<file path="config.mk">
export PLATFORM = sky130hd
export DESIGN_NAME = flag_alu
export DESIGN_NICKNAME = d
export VERILOG_FILES = /design/src/rtl/flag_alu_pkg.sv /design/src/rtl/flag_alu_addsub.sv /design/src/rtl/flag_alu_logic.sv /design/src/rtl/flag_alu_zero.sv /design/src/rtl/flag_alu.sv
export SDC_FILE = /design/constraint.sdc
export NUM_CORES = 1
export LEC_CHECK = 0
export BUFFER_PORTS_ARGS = -buffer_cell sky130_fd_sc_hd__buf_2
export CAP_MARGIN = 0
export CORE_UTILIZATION = 46
export DETAILED_ROUTE_END_ITERATION = 8
export PLACE_DENSITY = 0.8
export SLEW_MARGIN = 20
export SYNTH_ARGS = -nofsm -noshare
export SYNTH_HDL_FRONTEND = slang
export SYNTH_SLANG_ARGS = --single-unit
</file>
<file path="constraint.sdc">
create_clock -name vclk -period 2.73
set_input_delay 0.4095 -clock vclk [all_inputs]
set_output_delay 0.4095 -clock vclk [all_outputs]
set_load 0.05 [all_outputs]
</file>
<file path="src/rtl/flag_alu_pkg.sv">
package flag_alu_pkg;
  typedef enum logic [1:0] {
    OP_ADD = 2'b00,
    OP_SUB = 2'b01,
    OP_OR  = 2'b10,
    OP_AND = 2'b11
  } alu_op_e;
endpackage

</file>
<file path="src/rtl/flag_alu_addsub.sv">
// Shared carry chain: subtract = a + ~b + 1
module flag_alu_addsub #(
  parameter int W = 8
) (
  input  logic [W-1:0] a,
  input  logic [W-1:0] b,
  input  logic         sub,
  output logic [W-1:0] sum,
  output logic         cout
);
  logic [W-1:0] b_x;
  logic [W:0]   full;

  for (genvar i = 0; i < W; i++) begin : g_inv
    assign b_x[i] = b[i] ^ sub;
  end

  assign full = {1'b0, a} + {1'b0, b_x} + {{W{1'b0}}, sub};
  assign sum  = full[W-1:0];
  assign cout = full[W];
endmodule

</file>
<file path="src/rtl/flag_alu_logic.sv">
module flag_alu_logic #(
  parameter int W = 8
) (
  input  logic [W-1:0] a,
  input  logic [W-1:0] b,
  input  logic         sel_and,
  output logic [W-1:0] y
);
  for (genvar i = 0; i < W; i++) begin : g_bit
    assign y[i] = sel_and ? (a[i] & b[i]) : (a[i] | b[i]);
  end
endmodule

</file>
<file path="src/rtl/flag_alu_zero.sv">
module flag_alu_zero #(
  parameter int W = 8
) (
  input  logic [W-1:0] y,
  output logic         is_zero
);
  assign is_zero = ~|y;
endmodule

</file>
<file path="src/rtl/flag_alu.sv">
module flag_alu
  import flag_alu_pkg::*;
#(
  parameter int W = 8
) (
  input  logic [W-1:0] opnd_a,
  input  logic [W-1:0] opnd_b,
  input  logic [1:0]   op_sel,
  output logic [W-1:0] result,
  output logic         zero_flag,
  output logic         carry_flag
);
  alu_op_e      op;
  logic [W-1:0] arith_y;
  logic         arith_c;
  logic [W-1:0] logic_y;

  assign op = alu_op_e'(op_sel);

  flag_alu_addsub #(.W(W)) u_addsub (
    .a   (opnd_a),
    .b   (opnd_b),
    .sub (op == OP_SUB),
    .sum (arith_y),
    .cout(arith_c)
  );

  flag_alu_logic #(.W(W)) u_logic (
    .a      (opnd_a),
    .b      (opnd_b),
    .sel_and(op == OP_AND),
    .y      (logic_y)
  );

  always_comb begin
    result     = '0;
    carry_flag = 1'b0;
    case (op)
      OP_ADD: begin
        result     = arith_y;
        carry_flag = arith_c;
      end
      OP_SUB:  result = arith_y;
      OP_OR,
      OP_AND:  result = logic_y;
      default: begin
        result     = '0;
        carry_flag = 1'b0;
      end
    endcase
  end

  flag_alu_zero #(.W(W)) u_zero (
    .y      (result),
    .is_zero(zero_flag)
  );
endmodule

</file>
==> results of run 1 <==
## logic make-up (layout without fill, tap and decap cells)
group,after synthesis,after routing,synth area share (%)
and+or+nand+nor,21,21,18.1
AOI/OAI and AO/OA,20,20,18.1
adders and majority gates,19,19,35.0
xor gates and xnor gates,13,13,17.3
buffers and inverters,9,59,6.47
muxes,3,3,4.95
## power by group
group	total (W)	leakage (nW)	switching (W)	internal (W)
clock network	0	0	0	0
logic	0.000474	0.554	0.000265	0.000208
registers	0	0	0	0
## cells in the mapped netlist, drive strengths merged (2+ instances only)
cell	n
inv	6
maj3	7
nand2	9
and2	2
mux2	2
nor2	2
xor2	4
a21oi	6
o21ai	7
nor4	2
xnor2	9
ha	11
buf	2
o211ai	4
## stage by stage
| step | util [%] | TNS [ns] |
|---|---|---|
| floorplan | - | -1.42 |
| global route | 91.4 | -2.20 |
| CTS | 85.0 | -0.972 |
| global placement | 75.1 | -1.68 |
| finish | 91.4 | -1.74 |
| detailed placement | 75.1 | -2.18 |
## metal layers
layer  up-vias  track usage, %  part of all wire, %
li1        401               -                    -
met1       435            30.6                   37
met2        41            63.5                   58
met3         4            5.68                  4.6
met4         0            6.90                 0.92
met5         -               0                    0
## critical path: stages
cell	delay, ns
buf_6	0.09
or2b_4	0.28
xnor2_1	0.15
ha_1	0.36
a21oi_1	0.16
o211ai_1	0.11
buf_4	0.18
xor2_2	0.14
mux2i_1	0.21
o211ai_1	0.19
nor4_4	0.32
buf_6	0.19
## cell type report
class	instances	area [um2]
Fill cell	52	114
Inverter	6	22.5
Multi-Input combinational cell	76	756
Tap cell	15	18.8
Timing Repair Buffer	53	407
## repair_timing
item | 4_1_cts | 5_1_grt
endpoints found under the setup margin | 7 | 7
buffers inserted | 5 | 2
hold buffers | 0 | 0
pin swaps | 16 | 10
gates resized for setup | 25 | 12
## layout by cell type (no fill, tap or decap), types with 2 or more instances in the layout
cell / netlist / final
o21ai_2: 0 / 2
a21oi_2: 0 / 3
xnor2_2: 0 / 3
buf_2: 1 / 19
nor2_1: 2 / 2
inv_1: 5 / 5
and2_1: 2 / 2
o21ai_0: 5 / 2
buf_4: 0 / 22
buf_8: 0 / 3
a21oi_1: 6 / 3
maj3_2: 2 / 2
xor2_2: 0 / 2
buf_6: 1 / 9
xor2_1: 4 / 2
nand2_1: 9 / 9
ha_1: 11 / 10
o211ai_1: 4 / 4
o21ai_4: 0 / 3
maj3_1: 5 / 5
mux2_2: 2 / 2
xnor2_1: 9 / 6
## worst max-delay path by stage
| stage | startpoint | endpoint | cells after the start |
|---|---|---|---|
| global route | op_sel[1] | zero_flag | 12 |
| finish | op_sel[1] | zero_flag | 12 |
| floorplan | op_sel[1] | zero_flag | 11 |
| CTS | op_sel[1] | zero_flag | 12 |
| detailed placement | op_sel[1] | zero_flag | 12 |
| global placement | op_sel[1] | zero_flag | 12 |
==> flow_metrics.py, run 1 <==
metrics = {
    "route": {
        "drt_iter0_drc": 16,
        "vias_per_cell": 5.87,
        "routed_wire_length_per_instance_um": 18.1,
        "postRouteAntennaNets": 0,
        "route.vias.total": 881,
        "drt_drc_violations_left": 0,
        "drt_pre_antenna_iters": 4,
        "wirelength_mm": 2.72,
    },
    "global_routing": {
        "grt_pass1_wl_mm": 3.33,
        "antenna_found_initial": 0,
        "globalRoute.totalOverflow": 0,
        "vias_in_the_first_global_route": 808,
        "grt_start_max_net_pins": 18,
        "groute.usage.overall_pct": 30.9,
    },
    "logic_synthesis": {
        "syn_nets": 115,
        "count_of_synthesis_stage_warnings_from_yosys": 0,
        "syn_area_per_cell_um2": 7.73,
        "distinct_cell_type_count_of_the_synthesized_netlist": 30,
        "ys_top_cells_by_area": "ha_1, xnor2_1, maj3_1",
        "seq_area_frac_synth_pct": 0,
        "synthCells": 85,
        "synth.cell_area_um2": 657,
        "most_area_hungry_cell_type_in_the_yosys_netlist": "ha_1",
        "synth_top_area_share_pct": 21.0,
    },
    "timing": {
        "final_critical_path_setup_slack_ns": -0.480,
        "relSlewSlack_pct": 76.9,
        "final-setup-viol-count": 7,
        "finalWorstPathRequiredPeriod_ns": 3.21,
        "timing_hold_violations_final": 0,
        "max_clock_freq_mhz": 312,
        "slew_violations": 0,
        "final.hold.worst_slack_ns": 1.22,
        "rsz0062_at_grt": "yes",
        "max_slew.worst_pin.slew_ns": 0.344,
        "period_share_pct": 118,
    },
    "cells_and_area": {
        "num_antenna_cells": 0,
        "layout.cells.non_filler": 150,
        "clock_buffers": 0,
        "finish.instance_area_um2": 1200,
        "design.final.nets": 167,
        "post_route_cells_drive_above_1_share_pct": 58.5,
        "seqCellArea_um2": 0,
        "synthToLayoutAreaGrowth_pct": 83.2,
        "design.seq.count": 0,
    },
    "critical_path": {
        "cp_max_fo": 4,
        "crit_path_start_kind": "input port",
        "setup.worst_path.class": "in2out",
        "required_ns": 2.32,
        "endpoint_kind": "output port",
        "critPathArrivalTime_ns": 2.80,
    },
    "placed_design": {
        "dpl_cell_area_um2": 990,
        "gp_routability_congestion": 0.817,
        "numPlacedInstances": 144,
        "preCtsSetupSlack_ns": -0.607,
        "detailedPlacementHpwl_mm": 1.59,
        "port_buffers": 28,
    },
    "power": {
        "vdd.ir_drop.worst_uv": 238,
        "cellLeakagePower_nw": 0.554,
        "power-per-cell-area_nw_per_um2": 393,
        "totalPowerFinal_w": 0.000474,
    },
    "floorplanning": {
        "placementRows": 13,
        "die-area_um2": 1580,
        "initial_core_util_pct": 49.9,
        "boundaryPins": 28,
        "fp.dieH_um": 39.8,
        "die_width_um": 39.8,
        "placeableCoreArea_um2": 1320,
    },
    "worst_hold_path": {
        "worstHoldStart": "op_sel[0]",
        "timing.hold.worst_endpoint": "carry_flag",
        "hold-path-cell-count": 4,
        "worstHoldPathType": "in2out",
    },
    "run_status": {
        "status": "finished with violations",
        "violated_checks": "setup timing",
    },
    "run": {
        "timing.max_cap.violations": 0,
    },
}
(Power assumes the default switching activity.)
==> run 2: changes to the inputs <==
==> constraint.sdc (replaced) <==
create_clock -name vclk -period 2.73
set_input_delay 0.4095 -clock vclk [all_inputs]
set_output_delay 0.4095 -clock vclk [all_outputs]
set_load 0.1 [all_outputs]
==> run 2 against run 1 <==
Against the previous run: synthesized area did not move; synthesized cell count did not move; the flow now stops in global routing.
==> flow_metrics.py, run 2 <==
metrics = {
    "logic_synthesis": {
        "distinct_cell_type_count_of_the_synthesized_netlist": 30,
        "most_area_hungry_cell_type_in_the_yosys_netlist": "ha_1",
        "synth_top_area_share_pct": 21.0,
        "syn_nets": 115,
        "syn_area_per_cell_um2": 7.73,
        "synthTopCellsByCount": "ha_1, nand2_1, xnor2_1",
        "seq_area_frac_synth_pct": 0,
        "synthCells": 85,
        "count_of_synthesis_stage_warnings_from_yosys": 0,
        "synth.cell_area_um2": 657,
        "ys_top_cells_by_area": "ha_1, xnor2_1, maj3_1",
        "synth.most_common_cell": "ha_1",
    },
    "placed_design": {
        "dpl_cell_area_um2": 1080,
        "detailedPlacementHpwl_mm": 1.64,
        "gp_routability_congestion": 0.910,
        "port_buffers": 28,
    },
    "floorplanning": {
        "die_width_um": 39.8,
        "placementRows": 13,
        "fp.dieH_um": 39.8,
        "boundaryPins": 28,
        "initial_core_util_pct": 49.9,
    },
    "global_routing": {
        "grt_start_max_net_pins": 18,
        "antenna_found_initial": 0,
    },
    "timing": {
        "worstEpCategory": "top-level output",
        "worstEndpointGrtRepair": "zero_flag",
    },
    "run_status": {
        "stop_err": "[ERROR DPL-0033] detailed placement checks failed during check placement.",
        "last_stage_the_flow_got_to": "global routing",
        "status": "aborted with a tool error",
    },
}
## run 2: what timing repair did
item                                    4_1_cts
hold buffers                                  0
buffers inserted                              5
gates resized for setup                      19
pin swaps                                    11
endpoints found under the setup margin        7
## run 2: stage by stage
stage                     setup WS [ns]  cells  util, %  TNS (ns)  hold slack [ns]
after floorplan                   -1.26     85        -     -5.09             1.00
after global placement           -0.463    141     81.7     -1.64             1.25
after detailed placement         -0.547    141     81.7     -2.28             1.26
after CTS                        -0.391    146     92.5     -1.44             1.23
## run 2: cell families after synthesis
logic type / count (synthesis) / synth area share [%]
xor+xnor: 13 / 17.3
compound gates: 20 / 18.1
buf+inv: 9 / 6.47
fa+ha+maj: 19 / 35.0
mux: 3 / 4.95
simple gates: 21 / 18.1
==> run 3: changes to the inputs <==
Settings changed: CORE_AREA set to 2 2 63 65, CORE_UTILIZATION 46 to not set, DIE_AREA set to 0 0 65 67, PLACE_DENSITY 0.8 to not set, PLACE_DENSITY_LB_ADDON set to 0.15.
Clock period 2.73 ns to 3.5 ns, I/O delays scaled along.
==> run 3 against run 2 <==
Against the previous run: the flow now finishes without violations.
==> flow_metrics.py, run 3 (synthesized netlist as in run 1, its figures left out) <==
metrics = {
    "run_status": {
        "status": "finished clean",
    },
    "critical_path": {
        "critPathArrivalTime_ns": 2.85,
        "cp_top_family": "buffers and inverters",
        "timing.critical_path.mode_cell": "buf_4",
        "cell_by_cell_trace_of_the_critical_path": "buf_2, or2b_4, buf_4, xnor2_1, ha_1, buf_4, nand2_1, o211ai_1, a21oi_2, xnor2_2, o21ai_4, nor4_4, buf_12",
        "setup.worst_path.class": "in2out",
        "worst_path_max_delay_cell": "ha_1",
        "cp_max_fo": 5,
        "required_ns": 2.97,
        "endpoint": "zero_flag",
        "crit_path_start_kind": "input port",
        "critPathLaunch": "op_sel[1]",
        "worstSetupPathDepth": 13,
        "endpoint_kind": "output port",
        "crit_buf_inv": 4,
        "slowest_delay_ns": 0.32,
    },
    "cells_and_area": {
        "post_route_cells_drive_above_1_share_pct": 47.9,
        "clock_buffers": 0,
        "layout.cells.most_common_list": "buf_2, ha_1, nand2_1, buf_4, buf_12",
        "num_antenna_cells": 0,
        "design.final.nets": 151,
        "design.seq.count": 0,
        "synthToLayoutAreaGrowth_pct": 66.1,
        "seqCellArea_um2": 0,
        "finish.instance_area_um2": 1090,
        "fin_util_pct": 30.3,
        "layout_commonest_cell": "buf_2",
    },
    "clock_network": {
        "cts_hold_buf": 0,
    },
    "route": {
        "drt_iter0_drc": 8,
        "wirelength_mm": 1.85,
        "drt_drc_violations_left": 0,
        "postRouteAntennaNets": 0,
        "routed_wire_length_per_instance_um": 11.1,
        "vias_per_cell": 4.17,
        "drt_pre_antenna_iters": 3,
        "route.vias.total": 697,
    },
    "floorplanning": {
        "initial_core_util_pct": 18.2,
        "fp.dieH_um": 67,
        "placeableCoreArea_um2": 3610,
        "placementRows": 22,
        "boundaryPins": 28,
        "die_width_um": 65,
        "die-area_um2": 4360,
    },
    "timing": {
        "final-setup-viol-count": 0,
        "fin_tns_setup_ns": 0,
        "slew_violations": 0,
        "timing_hold_violations_final": 0,
        "max_clock_freq_mhz": 296,
        "relSlewSlack_pct": 68.0,
        "max_slew.worst_pin.slew_ns": 0.484,
        "finalWorstPathRequiredPeriod_ns": 3.38,
        "final.hold.worst_slack_ns": 1.48,
        "period_share_pct": 96.6,
    },
    "placed_design": {
        "gp_routability_congestion": 0.724,
        "detailedPlacementHpwl_mm": 1.59,
        "dpl_cell_area_um2": 1040,
        "port_buffers": 28,
    },
    "global_routing": {
        "vias_in_the_first_global_route": 658,
        "grt_pass1_wl_mm": 3.04,
        "globalRoute.totalOverflow": 0,
        "antenna_found_initial": 0,
        "grt_start_max_net_pins": 18,
        "groute.usage.overall_pct": 8.56,
    },
    "power": {
        "vdd.ir_drop.worst_uv": 141,
        "cellLeakagePower_nw": 0.479,
        "totalPowerFinal_w": 0.000389,
        "power-per-cell-area_nw_per_um2": 357,
    },
    "worst_hold_path": {
        "worstHoldPathType": "in2out",
    },
    "run": {
        "timing.max_cap.violations": 0,
    },
}
[run 3: worst min-delay path, stage by stage]
cell and delay (ns):
buf_2 0.09, buf_4 0.13, nor3_2 0.06, buf_12 0.16
[run 3: what timing repair did]
item / CTS / global route
hold endpoints to repair: 0 / 0
gates resized for setup: 0 / 9
setup buffers: 0 / 1
endpoints found under the setup margin: 0 / 1
[run 3: how the worst min path moves through the flow]
stage          startpoint          to  slack, ns  cells past startpoint
2_1_floorplan   op_sel[0]  carry_flag       1.23                      1
3_3_place_gp    op_sel[0]  carry_flag       1.48                      4
3_5_place_dp    op_sel[0]  carry_flag       1.49                      4
4_1_cts         op_sel[0]  carry_flag       1.49                      4
5_1_grt         op_sel[0]  carry_flag       1.51                      4
6_report        op_sel[0]  carry_flag       1.48                      4
[run 3: area by class of cell]
| type | count | area [um2] |
|---|---|---|
| fillers | 414 | 2510 |
| multi-input cells | 76 | 696 |
| repair buffers | 37 | 313 |
| well taps | 48 | 60.1 |
| inverters | 6 | 22.5 |
[run 3: report_power, final]
part / total, W / internal [W] / leakage [nW] / switching [W]
logic: 0.000389 / 0.000144 / 0.479 / 0.000245
clock network: 0 / 0 / 0 / 0
registers: 0 / 0 / 0 / 0
[run 3: per-layer routing]
layer | up-vias | part of all wire [%] | GRT usage [%]
met5 | - | 0 | 0
met4 | 0 | 0 | 0
met3 | 0 | 3.9 | 0.845
met2 | 15 | 48 | 14.8
met1 | 311 | 48 | 12.1
li1 | 371 | - | -
[run 3: through the flow]
stage               std cells  setup WS [ns]
floorplan                  85         -0.720
global placement          166        0.00494
detailed placement        166         0.0178
CTS                       166         0.0168
global route              167        -0.0217
finish                    167          0.121
==> run 4: changes to the inputs <==
Settings changed: SETUP_SLACK_MARGIN set to 0.4.
==> run 4 against run 3 <==
Against the previous run: worst hold slack got worse by 0.018 ns; first-iteration DRC count increased by 13%; sequential share of layout area unchanged; highest routed layer unchanged; count of clock-buffer cells in the layout unchanged; maximum frequency about the same; global-route usage increased by 1.5 points; via count increased by 4.7%.
==> flow_metrics.py, run 4 (synthesized netlist as in run 1, its figures left out) <==
metrics = {
    "run_status": {
        "status": "finished clean",
    },
    "floorplanning": {
        "initial_core_util_pct": 18.2,
        "fp.dieH_um": 67,
        "die_width_um": 65,
        "placementRows": 22,
        "placeableCoreArea_um2": 3610,
        "die-area_um2": 4360,
        "boundaryPins": 28,
    },
    "timing": {
        "final-setup-viol-count": 0,
        "period_share_pct": 96.5,
        "max_slew.worst_pin.slew_ns": 0.498,
        "timing_hold_violations_final": 0,
        "finalWorstPathRequiredPeriod_ns": 3.38,
        "rsz0062_at_grt": "yes",
        "final.hold.worst_slack_ns": 1.47,
        "max_clock_freq_mhz": 296,
        "final_critical_path_setup_slack_ns": 0.123,
        "relSlewSlack_pct": 67.1,
        "slew_violations": 0,
    },
    "route": {
        "postRouteAntennaNets": 0,
        "wirelength_mm": 2.08,
        "drt_drc_violations_left": 0,
        "drt_iter0_drc": 9,
        "routed_wire_length_per_instance_um": 11.9,
        "vias_per_cell": 4.17,
        "drt_pre_antenna_iters": 2,
        "route.vias.total": 730,
    },
    "critical_path": {
        "cp_top_family": "simple AND/OR/NAND/NOR gates",
        "cp_max_fo": 6,
        "critPathArrivalTime_ns": 2.85,
        "crit_buf_inv": 4,
        "timing.critical_path.mode_cell": "buf_6",
        "worst_path_max_delay_cell": "ha_1",
        "cell_by_cell_trace_of_the_critical_path": "buf_6, or2b_4, buf_6, xnor2_1, ha_1, buf_4, nand2_1, o211ai_1, a21oi_2, xnor2_2, o21ai_4, nor4_4, buf_12",
        "required_ns": 2.97,
        "endpoint_kind": "output port",
        "crit_path_start_kind": "input port",
        "setup.worst_path.class": "in2out",
        "slowest_delay_ns": 0.34,
    },
    "placed_design": {
        "detailedPlacementHpwl_mm": 1.64,
        "dpl_cell_area_um2": 1020,
        "port_buffers": 28,
        "preCtsSetupSlack_ns": -0.0394,
        "gp_routability_congestion": 0.827,
    },
    "cells_and_area": {
        "num_antenna_cells": 0,
        "layout.cells.most_common_list": "buf_2, buf_6, nand2_1, ha_1, buf_4",
        "post_route_cells_drive_above_1_share_pct": 55.1,
        "finish.instance_area_um2": 1260,
        "design.final.nets": 159,
        "layout_commonest_cell": "buf_2",
        "n_fill_cell": 386,
        "clock_buffers": 0,
        "design.seq.count": 0,
        "synthToLayoutAreaGrowth_pct": 91.4,
        "seqCellArea_um2": 0,
    },
    "global_routing": {
        "grt_pass1_wl_mm": 3.48,
        "globalRoute.totalOverflow": 0,
        "vias_in_the_first_global_route": 735,
        "groute.usage.overall_pct": 10.1,
        "grt_start_max_net_pins": 18,
        "antenna_found_initial": 0,
    },
    "run": {
        "timing.max_cap.violations": 0,
    },
    "power": {
        "vdd.ir_drop.worst_uv": 138,
        "cellLeakagePower_nw": 0.529,
        "power-per-cell-area_nw_per_um2": 360,
    },
    "worst_hold_path": {
        "worstHoldPathType": "in2out",
    },
    "clock_network": {
        "cts_hold_buf": 0,
    },
}
run 4: changes by cell type in the layout (fill, tap and decap cells not counted), sizes merged:
cell	change
buf	+8
clkinvlp	+1
inv	-1
run 4: tightest hold or removal path: cells and delay by family:
family        cells  cell delay (ns)
simple gates      1             0.04
buf+inv           3             0.37
run 4: metrics by stage:
| step | power (W) | setup TNS (ns) | instances | util [%] |
|---|---|---|---|---|
| after floorplan | 0.000261 | -1.87 | 85 | - |
| after global placement | 0.000373 | -0.0702 | 165 | 28.3 |
| after detailed placement | 0.000373 | -0.0394 | 165 | 28.3 |
| after CTS | 0.000423 | 0 | 173 | 32.4 |
| after global routing | 0.000482 | 0 | 175 | 34.9 |
| final | 0.000452 | 0 | 175 | 34.9 |
run 4: layer usage:
metal | GRT usage (%) | share of wire [%]
met1 | 13.1 | 44
met2 | 19.1 | 52
met3 | 0.845 | 4.0
met4 | 0 | 0
met5 | 0 | 0
run 4: worst paths after layout:
check | depth (start not counted) | to | startpoint | slack [ns]
setup / recovery | 13 | zero_flag | op_sel[1] | 0.12
hold / removal | 4 | carry_flag | op_sel[0] | 1.47
run 4: timing repair:
action,in CTS,in global routing
pin swaps,16,8
setup buffers,8,2
gates resized for setup,20,9
setup endpoints to repair,5,7
run 4: area by class of cell:
class	count	area, um2	share of cell area, %
Tap cell	48	60.1	4.78
Multi-Input combinational cell	76	764	60.8
Timing Repair Buffer	45	407	32.3
Inverter	6	26.3	2.09
run 4: where the power goes:
part,internal [W],switching (W)
logic,0.000186,0.000266
clock network,0,0
registers,0,0
